`config.mk`:
```
export PLATFORM = sky130hd
export DESIGN_NAME = mbx_host_mailbox
export DESIGN_NICKNAME = d
export VERILOG_FILES = /design/src/rtl/mbx_pkg.sv /design/src/rtl/mbx_fifo.sv /design/src/rtl/mbx_irq.sv /design/src/rtl/mbx_host_mailbox.sv
export SDC_FILE = /design/constraint.sdc
export NUM_CORES = 1
export LEC_CHECK = 0
export BUFFER_PORTS_ARGS = -buffer_cell sky130_fd_sc_hd__buf_2
export CAP_MARGIN = 5
export CORE_UTILIZATION = 52
export CTS_CLUSTER_DIAMETER = 100
export CTS_CLUSTER_SIZE = 12
export DETAILED_ROUTE_END_ITERATION = 7
export PLACE_DENSITY = 0.76
export SYNTH_ARGS = -nofsm -noshare
export SYNTH_HDL_FRONTEND = slang
export SYNTH_HIERARCHICAL = 1
export SYNTH_SLANG_ARGS = --single-unit
```
`constraint.sdc`:
```
create_clock -name clk -period 3 [get_ports clk]
set_input_delay 0.15 -clock clk [delete_from_list [all_inputs] [get_ports clk]]
set_output_delay 0.15 -clock clk [all_outputs]
set_load 0.01 [all_outputs]
```
`src/rtl/mbx_pkg.sv`:
```
package mbx_pkg;
    localparam int WIN_AW   = 5;
    localparam int BUS_W    = 32;
    localparam int BYTE_W   = 8;
    localparam int BYTE_LSB = 8;
    localparam int NUM_REQ  = 4;

    localparam int IDX_TX_EMPTY = 0;
    localparam int IDX_TX_ROOM  = 1;
    localparam int IDX_RX_AVAIL = 2;
    localparam int IDX_RX_OVF   = 3;

    typedef enum logic [1:0] {
        SEL_IRQ,
        SEL_DATA,
        SEL_STAT,
        SEL_NONE
    } reg_sel_e;

    function automatic reg_sel_e decode_word(input logic [WIN_AW-3:0] word);
        case (word)
            3'd0:    decode_word = SEL_IRQ;
            3'd1:    decode_word = SEL_DATA;
            3'd2:    decode_word = SEL_STAT;
            default: decode_word = SEL_NONE;
        endcase
    endfunction
endpackage

```
`src/rtl/mbx_fifo.sv`:
```
module mbx_fifo #(
    parameter int DW    = 8,
    parameter int DEPTH = 8
) (
    input  logic          clk,
    input  logic          rst_n,
    input  logic          push,
    input  logic [DW-1:0] din,
    input  logic          pop,
    output logic [DW-1:0] dout,
    output logic          empty,
    output logic          full
);
    localparam int AW = (DEPTH > 1) ? $clog2(DEPTH) : 1;
    localparam int CW = $clog2(DEPTH + 1);

    logic [DW-1:0] mem [DEPTH];
    logic [AW-1:0] wptr, rptr;
    logic [CW-1:0] cnt;
    logic          do_push, do_pop;

    assign full    = (cnt == CW'(DEPTH));
    assign empty   = (cnt == '0);
    assign do_push = push && !full;
    assign do_pop  = pop && !empty;
    assign dout    = mem[rptr];

    function automatic logic [AW-1:0] bump(input logic [AW-1:0] p);
        bump = (p == AW'(DEPTH - 1)) ? '0 : p + 1'b1;
    endfunction

    always_ff @(posedge clk) begin
        if (do_push) mem[wptr] <= din;
    end

    always_ff @(posedge clk or negedge rst_n) begin
        if (!rst_n) begin
            wptr <= '0;
            rptr <= '0;
            cnt  <= '0;
        end else begin
            if (do_push) wptr <= bump(wptr);
            if (do_pop)  rptr <= bump(rptr);
            unique case ({do_push, do_pop})
                2'b10:   cnt <= cnt + 1'b1;
                2'b01:   cnt <= cnt - 1'b1;
                default: cnt <= cnt;
            endcase
        end
    end

    AST_FULL_DROP: assert property (@(posedge clk) disable iff (!rst_n)
        (push && full && !pop) |=> $stable(cnt));
    AST_EMPTY_POP: assert property (@(posedge clk) disable iff (!rst_n)
        (pop && empty && !push) |=> (cnt == '0));
endmodule

```
`src/rtl/mbx_irq.sv`:
```
module mbx_irq #(
    parameter int         NREQ     = 4,
    parameter logic [2:0] RST_COND = 3'b011
) (
    input  logic            clk,
    input  logic            rst_n,
    input  logic [NREQ-2:0] cond_live,
    input  logic            ovf_evt,
    input  logic [NREQ-1:0] clr_req,
    input  logic            clr_ovf,
    input  logic            mask_we,
    input  logic [NREQ-1:0] mask_wd,
    output logic [NREQ-1:0] req_q,
    output logic [NREQ-1:0] mask_q,
    output logic            ovf_q,
    output logic            irq
);
    logic [NREQ-2:0] cond_prev;
    logic [NREQ-1:0] set_vec;

    generate
        for (genvar i = 0; i < NREQ - 1; i++) begin : g_edge
            assign set_vec[i] = cond_live[i] && !cond_prev[i];
        end
    endgenerate
    assign set_vec[NREQ-1] = ovf_evt;

    always_ff @(posedge clk or negedge rst_n) begin
        if (!rst_n) begin
            cond_prev <= RST_COND[NREQ-2:0];
            req_q     <= '0;
            mask_q    <= '0;
            ovf_q     <= 1'b0;
        end else begin
            cond_prev <= cond_live;
            req_q     <= set_vec | (req_q & ~clr_req);
            if (mask_we) mask_q <= mask_wd;
            ovf_q     <= ovf_evt || (ovf_q && !clr_ovf);
        end
    end

    assign irq = |(req_q & mask_q);

    AST_OVF_STICKY: assert property (@(posedge clk) disable iff (!rst_n)
        ovf_evt |=> (ovf_q && req_q[NREQ-1]));
    AST_OVF_W1C: assert property (@(posedge clk) disable iff (!rst_n)
        (clr_ovf && !ovf_evt) |=> !ovf_q);
    AST_OVF_HOLD: assert property (@(posedge clk) disable iff (!rst_n)
        (ovf_q && !clr_ovf) |=> ovf_q);
endmodule

```
`src/rtl/mbx_host_mailbox.sv`:
```
module mbx_host_mailbox
    import mbx_pkg::*;
#(
    parameter int TX_DEPTH = 8,
    parameter int RX_DEPTH = 8
) (
    input  logic              clk,
    input  logic              rst_n,
    input  logic              bus_sel,
    input  logic              bus_wr,
    input  logic [WIN_AW-1:0] bus_addr,
    input  logic [BUS_W-1:0]  bus_wdata,
    output logic [BUS_W-1:0]  bus_rdata,
    output logic              irq,
    output logic              tx_valid,
    input  logic              tx_ready,
    output logic [BYTE_W-1:0] tx_byte,
    input  logic              rx_valid,
    output logic              rx_ready,
    input  logic [BYTE_W-1:0] rx_byte
);
    localparam int BYTE_MSB = BYTE_LSB + BYTE_W - 1;

    reg_sel_e             sel;
    logic                 wr_acc, rd_acc;
    logic                 tx_push, tx_pop, tx_empty, tx_full;
    logic                 rx_pop, rx_empty, rx_full, ovf_evt;
    logic [BYTE_W-1:0]    rx_head;
    logic [NUM_REQ-1:0]   status, req_q, mask_q, clr_req;
    logic                 ovf_q;
    logic                 unused_bits;

    assign unused_bits = ^{bus_wdata[BUS_W-1:BYTE_MSB+1], bus_addr[1:0]};

    assign sel    = decode_word(bus_addr[WIN_AW-1:2]);
    assign wr_acc = bus_sel && bus_wr;
    assign rd_acc = bus_sel && !bus_wr;

    assign tx_push  = wr_acc && (sel == SEL_DATA);
    assign tx_valid = !tx_empty;
    assign tx_pop   = tx_valid && tx_ready;

    assign rx_pop   = rd_acc && (sel == SEL_DATA);
    assign rx_ready = !rx_full;
    assign ovf_evt  = rx_valid && rx_full;

    mbx_fifo #(.DW(BYTE_W), .DEPTH(TX_DEPTH)) u_tx_q (
        .clk   (clk),
        .rst_n (rst_n),
        .push  (tx_push),
        .din   (bus_wdata[BYTE_MSB:BYTE_LSB]),
        .pop   (tx_pop),
        .dout  (tx_byte),
        .empty (tx_empty),
        .full  (tx_full)
    );

    mbx_fifo #(.DW(BYTE_W), .DEPTH(RX_DEPTH)) u_rx_q (
        .clk   (clk),
        .rst_n (rst_n),
        .push  (rx_valid),
        .din   (rx_byte),
        .pop   (rx_pop),
        .dout  (rx_head),
        .empty (rx_empty),
        .full  (rx_full)
    );

    always_comb begin
        status               = '0;
        status[IDX_TX_EMPTY] = tx_empty;
        status[IDX_TX_ROOM]  = !tx_full;
        status[IDX_RX_AVAIL] = !rx_empty;
        status[IDX_RX_OVF]   = ovf_q;
    end

    always_comb begin
        clr_req = '0;
        if (wr_acc && (sel == SEL_STAT || sel == SEL_IRQ))
            clr_req = bus_wdata[NUM_REQ-1:0];
    end

    mbx_irq #(.NREQ(NUM_REQ), .RST_COND(3'b011)) u_irq (
        .clk       (clk),
        .rst_n     (rst_n),
        .cond_live (status[NUM_REQ-2:0]),
        .ovf_evt   (ovf_evt),
        .clr_req   (clr_req),
        .clr_ovf   (wr_acc && (sel == SEL_STAT) && bus_wdata[IDX_RX_OVF]),
        .mask_we   (wr_acc && (sel == SEL_IRQ)),
        .mask_wd   (bus_wdata[2*NUM_REQ-1:NUM_REQ]),
        .req_q     (req_q),
        .mask_q    (mask_q),
        .ovf_q     (ovf_q),
        .irq       (irq)
    );

    always_comb begin
        bus_rdata = '0;
        unique case (sel)
            SEL_IRQ:  bus_rdata[2*NUM_REQ-1:0] = {mask_q, req_q};
            SEL_DATA: if (!rx_empty) bus_rdata[BYTE_MSB:BYTE_LSB] = rx_head;
            SEL_STAT: bus_rdata[NUM_REQ-1:0] = status;
            SEL_NONE: bus_rdata = '0;
        endcase
    end

    AST_TX_HOLD: assert property (@(posedge clk) disable iff (!rst_n)
        (tx_valid && !tx_ready) |=> (tx_valid && $stable(tx_byte)));
    AST_RX_FULL_READY: assert property (@(posedge clk) disable iff (!rst_n)
        (rx_valid && !rx_ready && !rx_pop) |=> !rx_ready);
endmodule

```
==> flow_metrics.py <==
metrics = {
    "sta": {
        "finalHoldWorstSlack_ns": 0.00739,
        "rsz0062_at_grt": "no",
        "worstMarginPinSlew_ns": 0.758,
        "fin_tns_setup_ns": 0,
        "relSlewSlack_pct": 49.0,
        "fmax_mhz": 362,
        "slew_viol_final": 0,
        "hold_viol": 0,
        "min_period_ns": 2.76,
        "setup_viol": 0,
        "skew_ns": 0.0125,
        "period_share_pct": 92.0,
    },
    "place": {
        "place_area_um2": 7750,
        "hpwl_um": 8390,
        "place_congestion": 0.792,
        "io_buffers": 59,
        "dpl.cell_count": 655,
    },
    "synthesis": {
        "synth_edf_count": 128,
        "ys_warn_count": 6,
        "syn_area_um2": 7260,
        "synth_top_area_share_pct": 52.9,
        "syn_area_per_cell_um2": 17.5,
        "synth_cell_types": 51,
        "netlist_instances": 414,
        "synth_seq_cells": 160,
        "seq_area_frac_synth_pct": 64.0,
        "ys_async_sr_fraction_pct": 20.0,
        "synth_flop_cell": "edfxtp_1",
        "synth.area.top_cells": "edfxtp_1 53%, dfrtp_1 10%, mux4_1 5.4%",
        "yosysTopAreaCell": "edfxtp_1",
    },
    "floorplan": {
        "coreArea_um2": 13500,
        "die_h_um": 120,
        "rows": 42,
        "die_x_um": 120,
        "start_util_pct": 54.0,
        "die_area_um2": 14400,
        "pin_count": 94,
    },
    "status": {
        "status": "finished, final reports clean",
    },
    "hold_path": {
        "whs_path_depth": 1,
        "min_from": "rx_byte[4]",
        "min_to": "u_rx_q/mem[6][4]",
        "hp-class": "in2reg",
    },
    "pwr": {
        "p_leak_nw": 3.33,
        "ir_worst_vdd_v": 0.000487,
        "power.total_mw": 7.34,
        "p_per_area_nw_per_um2": 857,
    },
    "clock_network": {
        "cts_tree": "done",
        "clock_path_buffers": 2,
        "cts.htree.levels": 4,
        "clkLatencyLatePin_ns": 0.43,
        "cts.clk_slew.worst_paths_ns": 0.07,
        "cts.sinks": 160,
        "numCtsBuffers": 17,
        "cts_root_buf": "clkbuf_16",
    },
    "setup_path": {
        "crit_start": "u_tx_q/cnt[0]",
        "r2r_cells": 7,
        "critPathArrivalTime_ns": 3.05,
        "crit_required_ns": 3.29,
        "endpoint_kind": "flop",
        "r2r_end": "u_tx_q/cnt[3]",
        "start_kind": "flop",
        "regToRegStartpoint": "u_tx_q/cnt[0]",
        "regToRegSetupSlack_ns": 0.24,
        "cp_max_fo": 8,
        "worst-setup-path-type": "reg2reg",
    },
    "layout": {
        "seq_area_um2": 4650,
        "fin_nets": 586,
        "areaGrowthSynthToFinish_pct": 18.0,
        "multi_input_area_um2": 2350,
        "drive_above_1_share_pct": 32.9,
        "final_area_um2": 8570,
        "n_fill_cell": 968,
        "diodes": 0,
        "instances_no_fill": 708,
    },
    "global_routing": {
        "first_global_vias": 3969,
        "antenna_found_initial": 0,
        "grt_pass1_wl_um": 20300,
        "grt_usage_pct": 19.4,
        "grt_start_max_net_pins": 33,
        "overflow": 0,
    },
    "drt": {
        "wl_per_cell_um": 18.3,
        "ant_nets": 0,
        "routed_via_density": 5.49,
        "drc_errors": 0,
        "num_vias": 3889,
        "wirelength_um": 12900,
        "drt_iter0_drc": 180,
        "detail_route.first_pass.iterations": 4,
    },
    "run": {
        "cap_viol_max_count": 0,
    },
}
metal layers:
metal	vias to the layer above	wire length [um]	GRT usage, %
met3	18	415	4.95
met2	100	7130	34.6
met1	1981	5210	22.2
met4	0	189	7.58
li1	1790	-	-
met5	-	0	0
worst max-delay path by stage:
| stage | end | depth (start not counted) |
|---|---|---|
| 2_1_floorplan | u_tx_q/cnt[3] | 10 |
| 3_3_place_gp | u_tx_q/cnt[3] | 9 |
| 3_5_place_dp | u_tx_q/cnt[3] | 9 |
| 4_1_cts | u_tx_q/cnt[3] | 9 |
| 5_1_grt | u_tx_q/cnt[3] | 9 |
| 6_report | u_tx_q/cnt[3] | 7 |
power by group:
part / internal [mW] / switching, mW / leakage (nW) / total, mW
logic: 1.20 / 0.847 / 1.51 / 2.04
clock network: 1.18 / 0.935 / 0.288 / 2.12
registers: 2.73 / 0.447 / 1.53 / 3.18
total: 5.11 / 2.23 / 3.33 / 7.34
Yosys cell counts (all sizes together), types with 2 or more instances:
cell type and count:
a2111o 2, a21o 4, a21oi 4, a22oi 2, and2 17, and3 2
buf 29, clkbuf 2, dfrtp 30, dfstp 2, edfxtp 128, fa 2
ha 14, inv 24, mux2 31, mux2i 4, mux4 32, nand2 9
nand2b 6, nand3 6, nor2 10, nor2b 3, nor3 13, nor3b 7
nor4 4, o211ai 2, o21ai 3, o22ai 3, o311ai 2, o41ai 2
or4b 4, xnor2 2, xor2 2
worst max-delay path, cell delays in order (launching register included):
cell      delay (ns)
dfrtp_1         0.49
or4b_4          0.62
nand2_8         0.13
ha_1            0.18
ha_1            0.30
or4b_2          0.66
o311ai_0        0.12
o211ai_1        0.14
layout by cell type (no fill, tap or decap), types with 4 or more instances in the layout:
cell type	instances
buf_2	59
mux2i_1	4
edfxtp_1	128
mux2_4	22
clkbuf_16	17
nor3_1	13
inv_6	5
inv_1	24
nor2_1	10
nand2_1	7
nor3b_1	6
mux2_2	9
dlygate4sd3_1	21
nand3_1	6
ha_1	14
buf_4	22
a21oi_1	4
conb_1	16
dfrtp_1	30
mux4_2	17
and2_1	17
mux4_1	15
nand2b_1	6
stage by stage:
stage	util, %	setup WS, ns
6_report	63.7	0.239
4_1_cts	63.6	0.168
2_1_floorplan	-	0.133
5_1_grt	63.7	0.0449
3_5_place_dp	57.6	0.184
3_3_place_gp	57.6	0.273
final cells by class:
type / count / share of cell area (%)
inverter: 24 / 1.05
tap: 176 / 2.57
clock inverter: 15 / 1.97
clock buffer: 17 / 4.96
timing repair buffer: 102 / 7.82
multi-input combinational: 214 / 27.4
sequential: 160 / 54.2
state kept, by name, summed over array words and instances (netlist names), 4 cells and up:
name	cells
u_tx_q/mem	64
u_irq/mask_q	4
u_rx_q/cnt	4
u_irq/req_q	4
u_tx_q/cnt	4
u_rx_q/mem	64
cell families (layout without fill, tap and decap cells):
family,after synthesis,after routing,synth area share (%)
buffers and inverters,55,158,4.70
multiplexers,67,67,17.2
other,1,16,0.0516
flip-flops,160,160,64.0
AO/OA/AOI/OAI,26,26,2.96
XOR/XNOR,4,4,0.482
AND/OR/NAND/NOR,85,85,7.67
adder cells (fa/ha/maj),16,16,2.96
repair_timing:
action                                 in CTS  in global routing
setup buffers                               0                  0
endpoints found under the hold margin     142                  0
setup endpoints to repair                   0                  1
hold buffers                               21                  0
resized for setup                           0                  2
Power figures use the tool's default switching activity.
